===== config.mk =====
export PLATFORM = sky130hd
export DESIGN_NAME = pixel_grabber
export DESIGN_NICKNAME = d
export VERILOG_FILES = /design/src/rtl/pg_pkg.sv /design/src/rtl/pg_ctrl.sv /design/src/rtl/pg_datapath.sv /design/src/rtl/pixel_grabber.sv
export SDC_FILE = /design/constraint.sdc
export NUM_CORES = 1
export LEC_CHECK = 0
export ABC_AREA = 1
export BUFFER_PORTS_ARGS = -buffer_cell sky130_fd_sc_hd__buf_2
export CORE_MARGIN = 2
export CORE_UTILIZATION = 45
export CTS_CLUSTER_SIZE = 12
export DETAILED_ROUTE_END_ITERATION = 12
export PLACE_DENSITY = 0.74
export SLEW_MARGIN = 15
export SYNTH_ARGS = -nofsm -noshare
export SYNTH_HDL_FRONTEND = slang
export SYNTH_HIERARCHICAL = 1
export SYNTH_SLANG_ARGS = --single-unit

===== constraint.sdc =====
create_clock -name clk -period 4.9 [get_ports clk]
set_clock_uncertainty 0.15 [all_clocks]
set_input_delay 0 -clock clk [delete_from_list [all_inputs] [get_ports clk]]
set_output_delay 0 -clock clk [all_outputs]
set_load 0.05 [all_outputs]

===== src/rtl/pg_pkg.sv =====
package pg_pkg;

  // Strobes from control to datapath, one cycle each
  typedef struct packed {
    logic clear;    // host write: index to 0, drop held pixel
    logic advance;  // host consumed a valid pixel
    logic capture;  // latch the streamed pixel
  } pgStrobes_t;

endpackage


===== src/rtl/pg_ctrl.sv =====
module pg_ctrl
  import pg_pkg::*;
(
  input  logic       clk,
  input  logic       rstN,
  input  logic       frameStart,
  input  logic       pixValid,
  input  logic       regRd,
  input  logic       regWr,
  input  logic       holdValid,
  input  logic       indexMatch,
  input  logic       atLast,
  output pgStrobes_t stb
);

  logic armed;
  logic done;
  logic doneNext;

  always_comb begin
    stb.clear   = regWr;
    stb.advance = regRd && holdValid && !regWr;
    stb.capture = armed && !holdValid && pixValid && indexMatch && !regWr;
  end

  always_comb begin
    if (regWr)                    doneNext = 1'b0;
    else if (stb.advance && atLast) doneNext = 1'b1;
    else                          doneNext = done;
  end

  always_ff @(posedge clk) begin
    if (!rstN) begin
      armed <= 1'b0;
      done  <= 1'b0;
    end else begin
      done <= doneNext;
      if (regWr)
        armed <= 1'b0;
      else if (frameStart)
        armed <= !doneNext && (!holdValid || stb.advance) && !stb.capture;
      else if (stb.capture)
        armed <= 1'b0;
    end
  end

  AST_ONE_PER_FRAME: assert property (@(posedge clk) disable iff (!rstN)
    stb.capture && !frameStart |=> !armed);

  AST_DONE_IDLE: assert property (@(posedge clk) disable iff (!rstN)
    done |-> !stb.capture);

  AST_WRITE_DISARMS: assert property (@(posedge clk) disable iff (!rstN)
    regWr |=> !armed && !done);

endmodule


===== src/rtl/pg_datapath.sv =====
module pg_datapath
  import pg_pkg::*;
#(
  parameter int IDX_W   = 8,
  parameter int PIX_W   = 7,
  parameter int NUM_PIX = 225
) (
  input  logic             clk,
  input  logic             rstN,
  input  pgStrobes_t       stb,
  input  logic [IDX_W-1:0] inIndex,
  input  logic [PIX_W-1:0] inValue,
  output logic             holdValid,
  output logic [PIX_W-1:0] holdValue,
  output logic             indexMatch,
  output logic             atLast
);

  localparam logic [IDX_W-1:0] LAST_IDX = IDX_W'(NUM_PIX - 1);

  logic [IDX_W-1:0] pixIdx;

  assign indexMatch = (inIndex == pixIdx);
  assign atLast     = (pixIdx == LAST_IDX);

  always_ff @(posedge clk) begin
    if (!rstN) begin
      pixIdx    <= '0;
      holdValid <= 1'b0;
      holdValue <= '0;
    end else if (stb.clear) begin
      pixIdx    <= '0;
      holdValid <= 1'b0;
      holdValue <= '0;
    end else begin
      if (stb.advance) begin
        holdValid <= 1'b0;
        holdValue <= '0;
        if (!atLast) pixIdx <= pixIdx + 1'b1;
      end
      if (stb.capture) begin
        holdValid <= 1'b1;
        holdValue <= inValue;
      end
    end
  end

  AST_IDX_RANGE: assert property (@(posedge clk) disable iff (!rstN)
    pixIdx <= LAST_IDX);

  AST_CLEAR_ZERO: assert property (@(posedge clk) disable iff (!rstN)
    stb.clear |=> (pixIdx == '0) && !holdValid);

  AST_ADVANCE_STEP: assert property (@(posedge clk) disable iff (!rstN)
    stb.advance && !stb.clear && !atLast |=> pixIdx == IDX_W'($past(pixIdx) + 1'b1));

  AST_HOLD_KEEP: assert property (@(posedge clk) disable iff (!rstN)
    holdValid && !stb.clear && !stb.advance |=> holdValid && $stable(holdValue));

  AST_EMPTY_ZERO: assert property (@(posedge clk) disable iff (!rstN)
    !holdValid |-> holdValue == '0);

endmodule


===== src/rtl/pixel_grabber.sv =====
module pixel_grabber
  import pg_pkg::*;
#(
  parameter int COLS  = 15,
  parameter int ROWS  = 15,
  parameter int PIX_W = 7
) (
  input  logic                         clk,
  input  logic                         rstN,
  input  logic                         frameStart,
  input  logic                         pixValid,
  input  logic [$clog2(COLS*ROWS)-1:0] pixIndex,
  input  logic [PIX_W-1:0]             pixValue,
  input  logic                         regRd,
  input  logic                         regWr,
  input  logic [PIX_W:0]               regWdata,
  output logic [PIX_W:0]               regRdata
);

  localparam int NUM_PIX = COLS * ROWS;
  localparam int IDX_W   = $clog2(NUM_PIX);

  pgStrobes_t       stb;
  logic             holdValid;
  logic [PIX_W-1:0] holdValue;
  logic             indexMatch;
  logic             atLast;
  logic             unusedWdata;

  assign unusedWdata = ^regWdata;

  pg_ctrl u_ctrl (
    .clk        (clk),
    .rstN       (rstN),
    .frameStart (frameStart),
    .pixValid   (pixValid),
    .regRd      (regRd),
    .regWr      (regWr),
    .holdValid  (holdValid),
    .indexMatch (indexMatch),
    .atLast     (atLast),
    .stb        (stb)
  );

  pg_datapath #(
    .IDX_W   (IDX_W),
    .PIX_W   (PIX_W),
    .NUM_PIX (NUM_PIX)
  ) u_dp (
    .clk        (clk),
    .rstN       (rstN),
    .stb        (stb),
    .inIndex    (pixIndex),
    .inValue    (pixValue),
    .holdValid  (holdValid),
    .holdValue  (holdValue),
    .indexMatch (indexMatch),
    .atLast     (atLast)
  );

  assign regRdata = {holdValid, holdValue};

  AST_READ_CLEARS: assert property (@(posedge clk) disable iff (!rstN)
    regRd && regRdata[PIX_W] |=> !regRdata[PIX_W]);

  AST_EMPTY_READ: assert property (@(posedge clk) disable iff (!rstN)
    regRd && !regWr && !regRdata[PIX_W] && !pixValid |=> !regRdata[PIX_W]);

endmodule


==> impl_metrics.json, run 1 <==
{
  "synth_commonest_cells": "nand2_1 (41), nor2_1 (20), dfxtp_1 (18), inv_1 (16), a21oi_1 (13)",
  "grt_max_degree": 15,
  "status": "completed",
  "num_rows": 17,
  "ir_drop_v": 0.000162,
  "numCtsBuffers": 3,
  "postCtsSetupBuffers": 0,
  "synthCells": 150,
  "drt_wl_total_um": 2370,
  "synth_area_per_cell_um2": 6.76,
  "grt_pass1_vias": 940,
  "slew_headroom": 0.690,
  "io_pins": 37,
  "yosysMostFrequentCell": "nand2_1",
  "min_period_over_period": 0.411,
  "final_util": 0.606,
  "grt_use_total": 0.199,
  "end_kind": "register",
  "hold_viol": 0,
  "drtIter0Drc": 19,
  "setup_tns_ns": 0,
  "die_w_um": 51.5,
  "layout-drive-gt1-share": 0.222,
  "cts_tree": "yes",
  "synth_top_cell_area_share": 0.356,
  "synth-seq-cells": 18,
  "netlist-cell-type-count": 22,
  "diodes": 0,
  "grt_pass1_wl_um": 3900,
  "syn_to_final_growth_pct": 29.6,
  "die_area_um2": 2650,
  "synth-main-ff-cell": "dfxtp_1",
  "ys_seq_area_frac": 0.356,
  "clock_tree.root_cell": "clkbuf_4",
  "avgRoutedWirePerCell_um": 10.9,
  "start_util": 0.467,
  "ys_warn_count": 6,
  "cts_sinks": 18,
  "via_per_inst": 4.75,
  "fin_nets": 221,
  "worstSetupStartpointType": "register",
  "ys_top_cells_by_area": "dfxtp_1 (36%), nand2_1 (15%), nor2_1 (7.4%)",
  "rsz0062_at_grt": "false",
  "numPortBuffers": 28,
  "syn-cell-area_um2": 1010,
  "dpl-instance-area_um2": 1160,
  "clock_latency_ns": 0.30,
  "dieHeight_um": 51.5,
  "final_max_slew_viol_count": 0,
  "power_leakage_nw": 0.553,
  "coreArea_um2": 2170,
  "finalInstanceArea_um2": 1310,
  "drt_pass1_iterations": 4,
  "clkTransAtPathRegs_ns": 0.10,
  "hold_path_class": "in2reg",
  "cp_max_fo": 5,
  "drtAntennaViolNets": 0,
  "drv_cap": 0,
  "crit_type": "reg2reg",
  "ys_async_sr_fraction": 0,
  "grt_overflow": 0,
  "synth_enable_flop_cells": 0,
  "cts.htree.levels": 1,
  "cts_max_path_buffers": 2,
  "synth_top_cell_by_area": "dfxtp_1",
  "hpwl_um": 1640,
  "cts_resized": 0,
  "critPathRequiredTime_ns": 4.94,
  "finalCriticalPeriod_ns": 2.01,
  "worst_slew_pin_slew_ns": 0.465,
  "gp_congestion": 0.826,
  "final_cells": 217,
  "vias": 1030,
  "fmax_mhz": 497,
  "drcViolationCount": 0,
  "antenna_found_initial": 0,
  "power_density_nw_per_um2": 201,
  "setup_viol": 0,
  "synth_nets": 181,
  "cp_data_arrival_time_ns": 2.05,
  "place_inst": 201
}
-- layer usage --
layer,GRT usage,vias up,share of wire
li1,-,544,-
met2,0.325,25,0.51
met1,0.244,456,0.43
met4,0.110,0,0.016
met3,0.0380,5,0.037
met5,0,-,0
-- final cells by class --
class	count	area (µm²)
Clock buffer	4	36.3
Fill cell	218	856
Multi-Input combinational cell	109	554
Sequential cell	18	360
Timing Repair Buffer	40	260
Tap cell	28	35.0
Inverter	18	67.6
-- power by group --
| group | switching, W | internal, W | leakage [nW] | total [W] |
|---|---|---|---|---|
| clock | 0.0000471 | 0.0000453 | 0.0210 | 0.0000924 |
| combinational | 0.0000101 | 0.0000149 | 0.386 | 0.0000250 |
| sequential | 0.000000229 | 0.000147 | 0.145 | 0.000147 |
| total | 0.0000574 | 0.000207 | 0.553 | 0.000264 |
-- cell usage in the layout (no fill, tap or decap) --
master | synthesis | final
clkbuf_4 | 0 | 3
o21ai_1 | 1 | 1
inv_1 | 16 | 16
nand4_1 | 4 | 4
nand2_1 | 41 | 41
nor2_1 | 20 | 20
inv_2 | 2 | 2
nand3_2 | 1 | 1
dlygate4sd3_1 | 0 | 12
nand2_2 | 2 | 2
a21oi_2 | 1 | 1
nand2_4 | 1 | 1
dfxtp_1 | 18 | 18
xnor2_1 | 8 | 8
nor2_2 | 3 | 3
o21ai_0 | 2 | 2
clkbuf_8 | 0 | 1
a21boi_0 | 1 | 1
xor2_1 | 3 | 3
nand3_1 | 6 | 6
buf_2 | 1 | 28
ha_1 | 2 | 2
a21oi_1 | 13 | 13
-- worst max-delay path: stages (launching register included) --
cell,delay (ns)
dfxtp_1,0.38
inv_1,0.11
ha_1,0.17
nand3_2,0.09
nor2_2,0.16
nand4_1,0.14
nand3_1,0.09
a21oi_1,0.06
dlygate4sd3_1,0.55
-- final timing paths --
check | startpoint | to | slack (ns) | cells past startpoint
min | regRd | u_dp/pixIdx[5]$_SDFFE_PP0P_ | 0.09 | 6
min reg2reg | u_dp/holdValue[4]$_SDFFE_PP0P_ | u_dp/holdValue[4]$_SDFFE_PP0P_ | 0.32 | 2
max reg2reg | u_dp/pixIdx[0]$_SDFFE_PP0P_ | u_ctrl/armed$_SDFFE_PP0P_ | 2.89 | 8
max | u_dp/pixIdx[0]$_SDFFE_PP0P_ | u_ctrl/armed$_SDFFE_PP0P_ | 2.89 | 8
-- registers in the layout, summed over array words and instances, names as in the netlist --
name	count
u_ctrl/done	1
u_dp/pixIdx	8
u_dp/holdValue	7
u_ctrl/armed	1
u_dp/holdValid	1
-- kinds of logic (layout without fill, tap and decap cells) --
| family | Yosys count | count (layout) | share of synthesized area |
|---|---|---|---|
| AND/OR/NAND/NOR | 78 | 78 | 0.332 |
| buffers and inverters | 23 | 62 | 0.0975 |
| AO/OA/AOI/OAI | 18 | 18 | 0.0951 |
| flip-flops | 18 | 18 | 0.356 |
| XOR/XNOR | 11 | 11 | 0.0951 |
| adder cells (fa/ha/maj) | 2 | 2 | 0.0247 |
-- repair_timing --
item	4_1_cts	5_1_grt
endpoints found under the setup margin	0	0
hold buffers	12	0
hold endpoints to repair	11	0
-- stage by stage --
stage               setup WS (ns)  power, W  hold WS (ns)
floorplan                    3.31  0.000158       -0.0586
global placement             3.13  0.000168        0.0439
detailed placement           3.07  0.000168        0.0614
CTS                          2.87  0.000267        0.0996
global route                 2.72  0.000277         0.124
finish                       2.89  0.000264        0.0950
(Power assumes the default switching activity.)
==> run 2: changes to the inputs <==
--- a/config.mk
+++ b/config.mk
@@ -8,7 +8,7 @@
 export ABC_AREA = 1
 export BUFFER_PORTS_ARGS = -buffer_cell sky130_fd_sc_hd__buf_2
 export CORE_MARGIN = 2
-export CORE_UTILIZATION = 45
+export CORE_UTILIZATION = 43
 export CTS_CLUSTER_SIZE = 12
 export DETAILED_ROUTE_END_ITERATION = 12
 export PLACE_DENSITY = 0.74
==> constraint.sdc (replaced) <==
create_clock -name clk -period 1.8 [get_ports clk]
set_clock_uncertainty 0.15 [all_clocks]
set_input_delay 0 -clock clk [delete_from_list [all_inputs] [get_ports clk]]
set_output_delay 0 -clock clk [all_outputs]
set_load 0.05 [all_outputs]
==> run 2 against run 1 <==
Effect of this change: register-to-register slack worse by 2.7 ns; combinational power grew to 2.8 times the previous value; via count is 1.3% higher; die area is 4.3% higher; design area is 4.4% higher; critical path type unchanged; highest routed layer unchanged.
==> impl_metrics.json, run 2 (same netlist as run 1, synthesis figures left out) <==
{
  "hold_path_class": "in2reg",
  "crit_type": "reg2reg",
  "power_leakage_nw": 0.587,
  "die_area_um2": 2760,
  "multi_input_area_um2": 554,
  "start_util": 0.458,
  "critical_path.most_common_cell": "nor2_1",
  "worst_slew_pin_slew_ns": 0.444,
  "clock_tree.root_cell": "clkbuf_4",
  "fmax_mhz": 632,
  "final_util": 0.620,
  "drtIter0Drc": 25,
  "grt_max_degree": 15,
  "layout_common_cells": "nand2_1 (41), buf_2 (28), nor2_1 (20), inv_1 (16), dfxtp_1 (14)",
  "cts_sinks": 18,
  "cpMaxStageDelayCell": "dfxtp_2",
  "numCtsBuffers": 3,
  "cp_data_arrival_time_ns": 1.60,
  "diodes": 0,
  "final_cells": 224,
  "gp_congestion": 0.764,
  "crit_family": "simple AND/OR/NAND/NOR gates",
  "io_pins": 37,
  "cts.htree.levels": 1,
  "drt_wl_total_um": 2400,
  "grt_overflow": 0,
  "final_max_slew_viol_count": 0,
  "cp_num_cells": 9,
  "cp_max_fo": 7,
  "cts_tree": "yes",
  "grt_use_total": 0.194,
  "avgRoutedWirePerCell_um": 10.7,
  "critPathRequiredTime_ns": 1.81,
  "worstSetupStartpointType": "register",
  "num_rows": 17,
  "ir_drop_v": 0.000410,
  "die_w_um": 52.6,
  "hold_depth": 7,
  "cp.buffers_inverters": 2,
  "setup_viol": 0,
  "via_per_inst": 4.66,
  "min_period_over_period": 0.879,
  "fin_nets": 228,
  "grt_pass1_vias": 942,
  "coreArea_um2": 2210,
  "power_density_nw_per_um2": 523,
  "clkTransAtPathRegs_ns": 0.11,
  "status": "completed",
  "numPortBuffers": 28,
  "slowest_delay_ns": 0.41,
  "drcViolationCount": 0,
  "drt_pass1_iterations": 4,
  "hpwl_um": 1760,
  "reg2reg_depth": 9,
  "seqCellArea_um2": 365,
  "clock_latency_ns": 0.29,
  "largest_reg_flops": 8,
  "place_inst": 208,
  "layout_commonest_cell": "nand2_1",
  "reg_top3": "u_dp/pixIdx x8, u_dp/holdValue x7",
  "n_fill_cell": 217,
  "setup_tns_ns": 0,
  "syn_to_final_growth_pct": 35.3,
  "drv_cap": 0,
  "grt_pass1_wl_um": 3930,
  "path_cells": "xnor2_1 -> nand4_1 -> nor2_1 -> nand3_1 -> inv_1 -> nor2_1 -> buf_4 -> nand2_1 -> a21oi_1",
  "drtAntennaViolNets": 0,
  "dieHeight_um": 52.6,
  "vias": 1043,
  "end_kind": "register",
  "rsz0062_at_grt": "false",
  "antenna_found_initial": 0,
  "finalCriticalPeriod_ns": 1.58,
  "hold_viol": 0,
  "whs_ns": 0.137,
  "slew_headroom": 0.704,
  "layout-drive-gt1-share": 0.270,
  "cts_max_path_buffers": 2,
  "largest-register": "u_dp/pixIdx"
}
## run 2: per-stage QoR
step,area (µm²),power (W),setup WS (ns)
2_1_floorplan,1010,0.000431,0.214
3_3_place_gp,1210,0.000456,0.199
3_5_place_dp,1210,0.000457,0.168
4_1_cts,1370,0.000729,0.112
5_1_grt,1370,0.000753,0.0399
6_report,1370,0.000717,0.217
## run 2: layer usage
metal / up-vias / track usage / wire [µm]
li1: 557 / - / -
met1: 451 / 0.241 / 988
met2: 33 / 0.342 / 1250
met3: 2 / 0.0257 / 151
met4: 0 / 0.0641 / 9
met5: - / 0 / 0
## run 2: layout make-up
type	count	area share
clock buffer	4	0.0265
tap	28	0.0255
inverter	18	0.0493
timing repair buffer	47	0.228
multi-input combinational	109	0.404
sequential	18	0.266
## run 2: worst min-delay path: cells and delay by family
| kind | cells | cell delay [ns] |
|---|---|---|
| and+or+nand+nor | 4 | 0.26 |
| buffers and inverters | 1 | 0.08 |
| AOI/OAI and AO/OA | 1 | 0.12 |
| xor gates and xnor gates | 1 | 0.06 |
## run 2: final timing paths
kind,from,endpoint,slack [ns]
setup / recovery,u_dp/pixIdx[1]$_SDFFE_PP0P_,u_dp/holdValue[1]$_SDFFE_PP0P_,0.22
hold reg to reg,u_dp/holdValue[5]$_SDFFE_PP0P_,u_dp/holdValue[5]$_SDFFE_PP0P_,0.31
setup reg to reg,u_dp/pixIdx[1]$_SDFFE_PP0P_,u_dp/holdValue[1]$_SDFFE_PP0P_,0.22
hold / removal,pixIndex[2],u_ctrl/armed$_SDFFE_PP0P_,0.14
## run 2: repair_timing
| item | 4_1_cts | 5_1_grt |
|---|---|---|
| endpoints found under the setup margin | 0 | 7 |
| setup buffers | 0 | 0 |
| hold buffers | 12 | 0 |
| resized for setup | 0 | 4 |
| hold endpoints to repair | 11 | 0 |
## run 2: power breakdown
| part | total (W) | internal [W] | switching [W] |
|---|---|---|---|
| clock | 0.000248 | 0.000123 | 0.000125 |
| combinational | 0.0000694 | 0.0000421 | 0.0000273 |
| sequential | 0.000400 | 0.000399 | 0.000000564 |
==> run 3: changes to the inputs <==
--- a/config.mk
+++ b/config.mk
@@ -6,12 +6,14 @@
 export NUM_CORES = 1
 export LEC_CHECK = 0
 export ABC_AREA = 1
-export BUFFER_PORTS_ARGS = -buffer_cell sky130_fd_sc_hd__buf_2
+export CELL_PAD_IN_SITES_DETAIL_PLACEMENT = 1
+export CELL_PAD_IN_SITES_GLOBAL_PLACEMENT = 1
 export CORE_MARGIN = 2
-export CORE_UTILIZATION = 43
+export CORE_UTILIZATION = 37
 export CTS_CLUSTER_SIZE = 12
 export DETAILED_ROUTE_END_ITERATION = 12
-export PLACE_DENSITY = 0.74
+export DONT_BUFFER_PORTS = 1
+export PLACE_DENSITY_LB_ADDON = 0.1
 export SLEW_MARGIN = 15
 export SYNTH_ARGS = -nofsm -noshare
 export SYNTH_HDL_FRONTEND = slang
==> run 3 against run 2 <==
Effect of this change: first-iteration DRC count down 36%; sequential power about the same; design area down 4.0%; die area up 15%; power down 1.6%; count of clock-buffer cells in the layout unchanged; combinational power down 25%; highest routed layer unchanged.
==> impl_metrics.json, run 3 (same netlist as run 1, synthesis figures left out) <==
{
  "largest_reg_flops": 8,
  "drtAntennaViolNets": 0,
  "drv_cap": 0,
  "clock_tree.root_cell": "clkbuf_4",
  "postCtsSetupBuffers": 0,
  "cp_data_arrival_time_ns": 1.71,
  "reg_top3": "u_dp/pixIdx x8, u_dp/holdValue x7",
  "pre_cts_ws_ns": 0.0297,
  "drtIter0Drc": 16,
  "crit_family": "simple AND/OR/NAND/NOR gates",
  "worst_slew_pin_slew_ns": 0.488,
  "rsz0062_at_grt": "false",
  "io_pins": 37,
  "fmax_mhz": 611,
  "clkTransAtPathRegs_ns": 0.10,
  "setup_tns_ns": 0,
  "grt_max_degree": 15,
  "cpMaxStageDelayCell": "dfxtp_2",
  "via_per_inst": 4.75,
  "antenna_found_initial": 0,
  "status": "completed",
  "dieHeight_um": 56.3,
  "slew_headroom": 0.674,
  "drt_wl_total_um": 2550,
  "cts.htree.levels": 1,
  "layout_common_cells": "nand2_1 (41), nor2_1 (18), inv_1 (16)",
  "seqCellArea_um2": 369,
  "layout-drive-gt1-share": 0.211,
  "power_density_nw_per_um2": 536,
  "clock_latency_ns": 0.30,
  "slowest_delay_ns": 0.41,
  "start_util": 0.398,
  "ir_drop_v": 0.000328,
  "die_w_um": 56.3,
  "cts_max_path_buffers": 2,
  "die_area_um2": 3170,
  "grt_use_total": 0.177,
  "setup_slack_ns": 0.163,
  "avgRoutedWirePerCell_um": 12.4,
  "cp_max_fo": 8,
  "final_max_slew_viol_count": 0,
  "grt_pass1_wl_um": 4370,
  "fin_nets": 207,
  "setup_viol": 0,
  "min_period_over_period": 0.909,
  "numPortBuffers": 0,
  "gp_congestion": 0.776,
  "grt_pass1_vias": 1004,
  "numCtsBuffers": 3,
  "largest-register": "u_dp/pixIdx",
  "num_rows": 18,
  "cts_sinks": 18,
  "p_total_w": 0.000705,
  "worstSetupStartpointType": "register",
  "hold_viol": 0,
  "diodes": 0,
  "final_util": 0.517,
  "n_fill_cell": 339,
  "finalInstanceArea_um2": 1320,
  "grt_overflow": 0,
  "hpwl_um": 1880,
  "path_cells": "xnor2_2 -> nand4_1 -> nor2_2 -> nand3_1 -> inv_1 -> buf_4 -> nand2_1 -> a21oi_1",
  "coreArea_um2": 2540,
  "layout_commonest_cell": "nand2_1",
  "drcViolationCount": 0,
  "end_kind": "register",
  "cp.buffers_inverters": 2,
  "hold_path_class": "in2reg",
  "multi_input_area_um2": 578,
  "cts_tree": "yes",
  "drt_pass1_iterations": 3,
  "crit_type": "reg2reg",
  "critPathRequiredTime_ns": 1.87,
  "dpl-instance-area_um2": 1120,
  "finalCriticalPeriod_ns": 1.64,
  "vias": 973,
  "syn_to_final_growth_pct": 29.9,
  "power_leakage_nw": 0.513
}
run 3: layout make-up:
type | instances | share of cell area
multi-input cells | 109 | 0.439
repair buffers | 26 | 0.173
inverters | 18 | 0.0513
flip-flops and latches | 18 | 0.280
clock buffers | 4 | 0.0276
well taps | 30 | 0.0285
run 3: metrics by stage:
stage	instances	hold WS (ns)
final	205	0.0179
after detailed placement	188	-0.0529
after floorplan	150	-0.0586
after global placement	188	-0.0539
after global routing	205	0.0296
after CTS	205	0.00962
run 3: final timing paths:
path	to	start	slack, ns	cells after the start
setup reg to reg	u_dp/holdValue[3]$_SDFFE_PP0P_	u_dp/pixIdx[0]$_SDFFE_PP0P_	0.16	8
hold / removal	u_ctrl/armed$_SDFFE_PP0P_	pixIndex[6]	0.02	6
setup / recovery	u_dp/holdValue[3]$_SDFFE_PP0P_	u_dp/pixIdx[0]$_SDFFE_PP0P_	0.16	8
hold reg to reg	u_dp/holdValue[6]$_SDFFE_PP0P_	u_dp/holdValue[6]$_SDFFE_PP0P_	0.32	2
run 3: repair_timing:
item / CTS / global route
endpoints found under the hold margin: 18 / 0
endpoints found under the setup margin: 1 / 8
hold buffers: 13 / 0
gates resized for setup: 1 / 10
pin swaps: 0 / 2
run 3: metal layers:
layer	global-route usage	up-vias	part of all wire
li1	-	513	-
met1	0.223	441	0.46
met2	0.294	17	0.50
met3	0.0415	2	0.035
met4	0.0612	0	0.0047
met5	0	-	0
run 3: worst register-to-register path, cell delays in order (launching register included):
cell and delay, ns:
dfxtp_2 0.41, xnor2_2 0.13, nand4_1 0.16, nor2_2 0.15, nand3_1 0.11, inv_1 0.10
buf_4 0.16, nand2_1 0.06, a21oi_1 0.15
run 3: report_power, final:
group	internal (W)	switching [W]	leakage, nW	total [W]
clock	0.000123	0.000132	0.0210	0.000255
sequential	0.000397	0.000000466	0.148	0.000398
combinational	0.0000306	0.0000215	0.344	0.0000521
total	0.000551	0.000154	0.513	0.000705
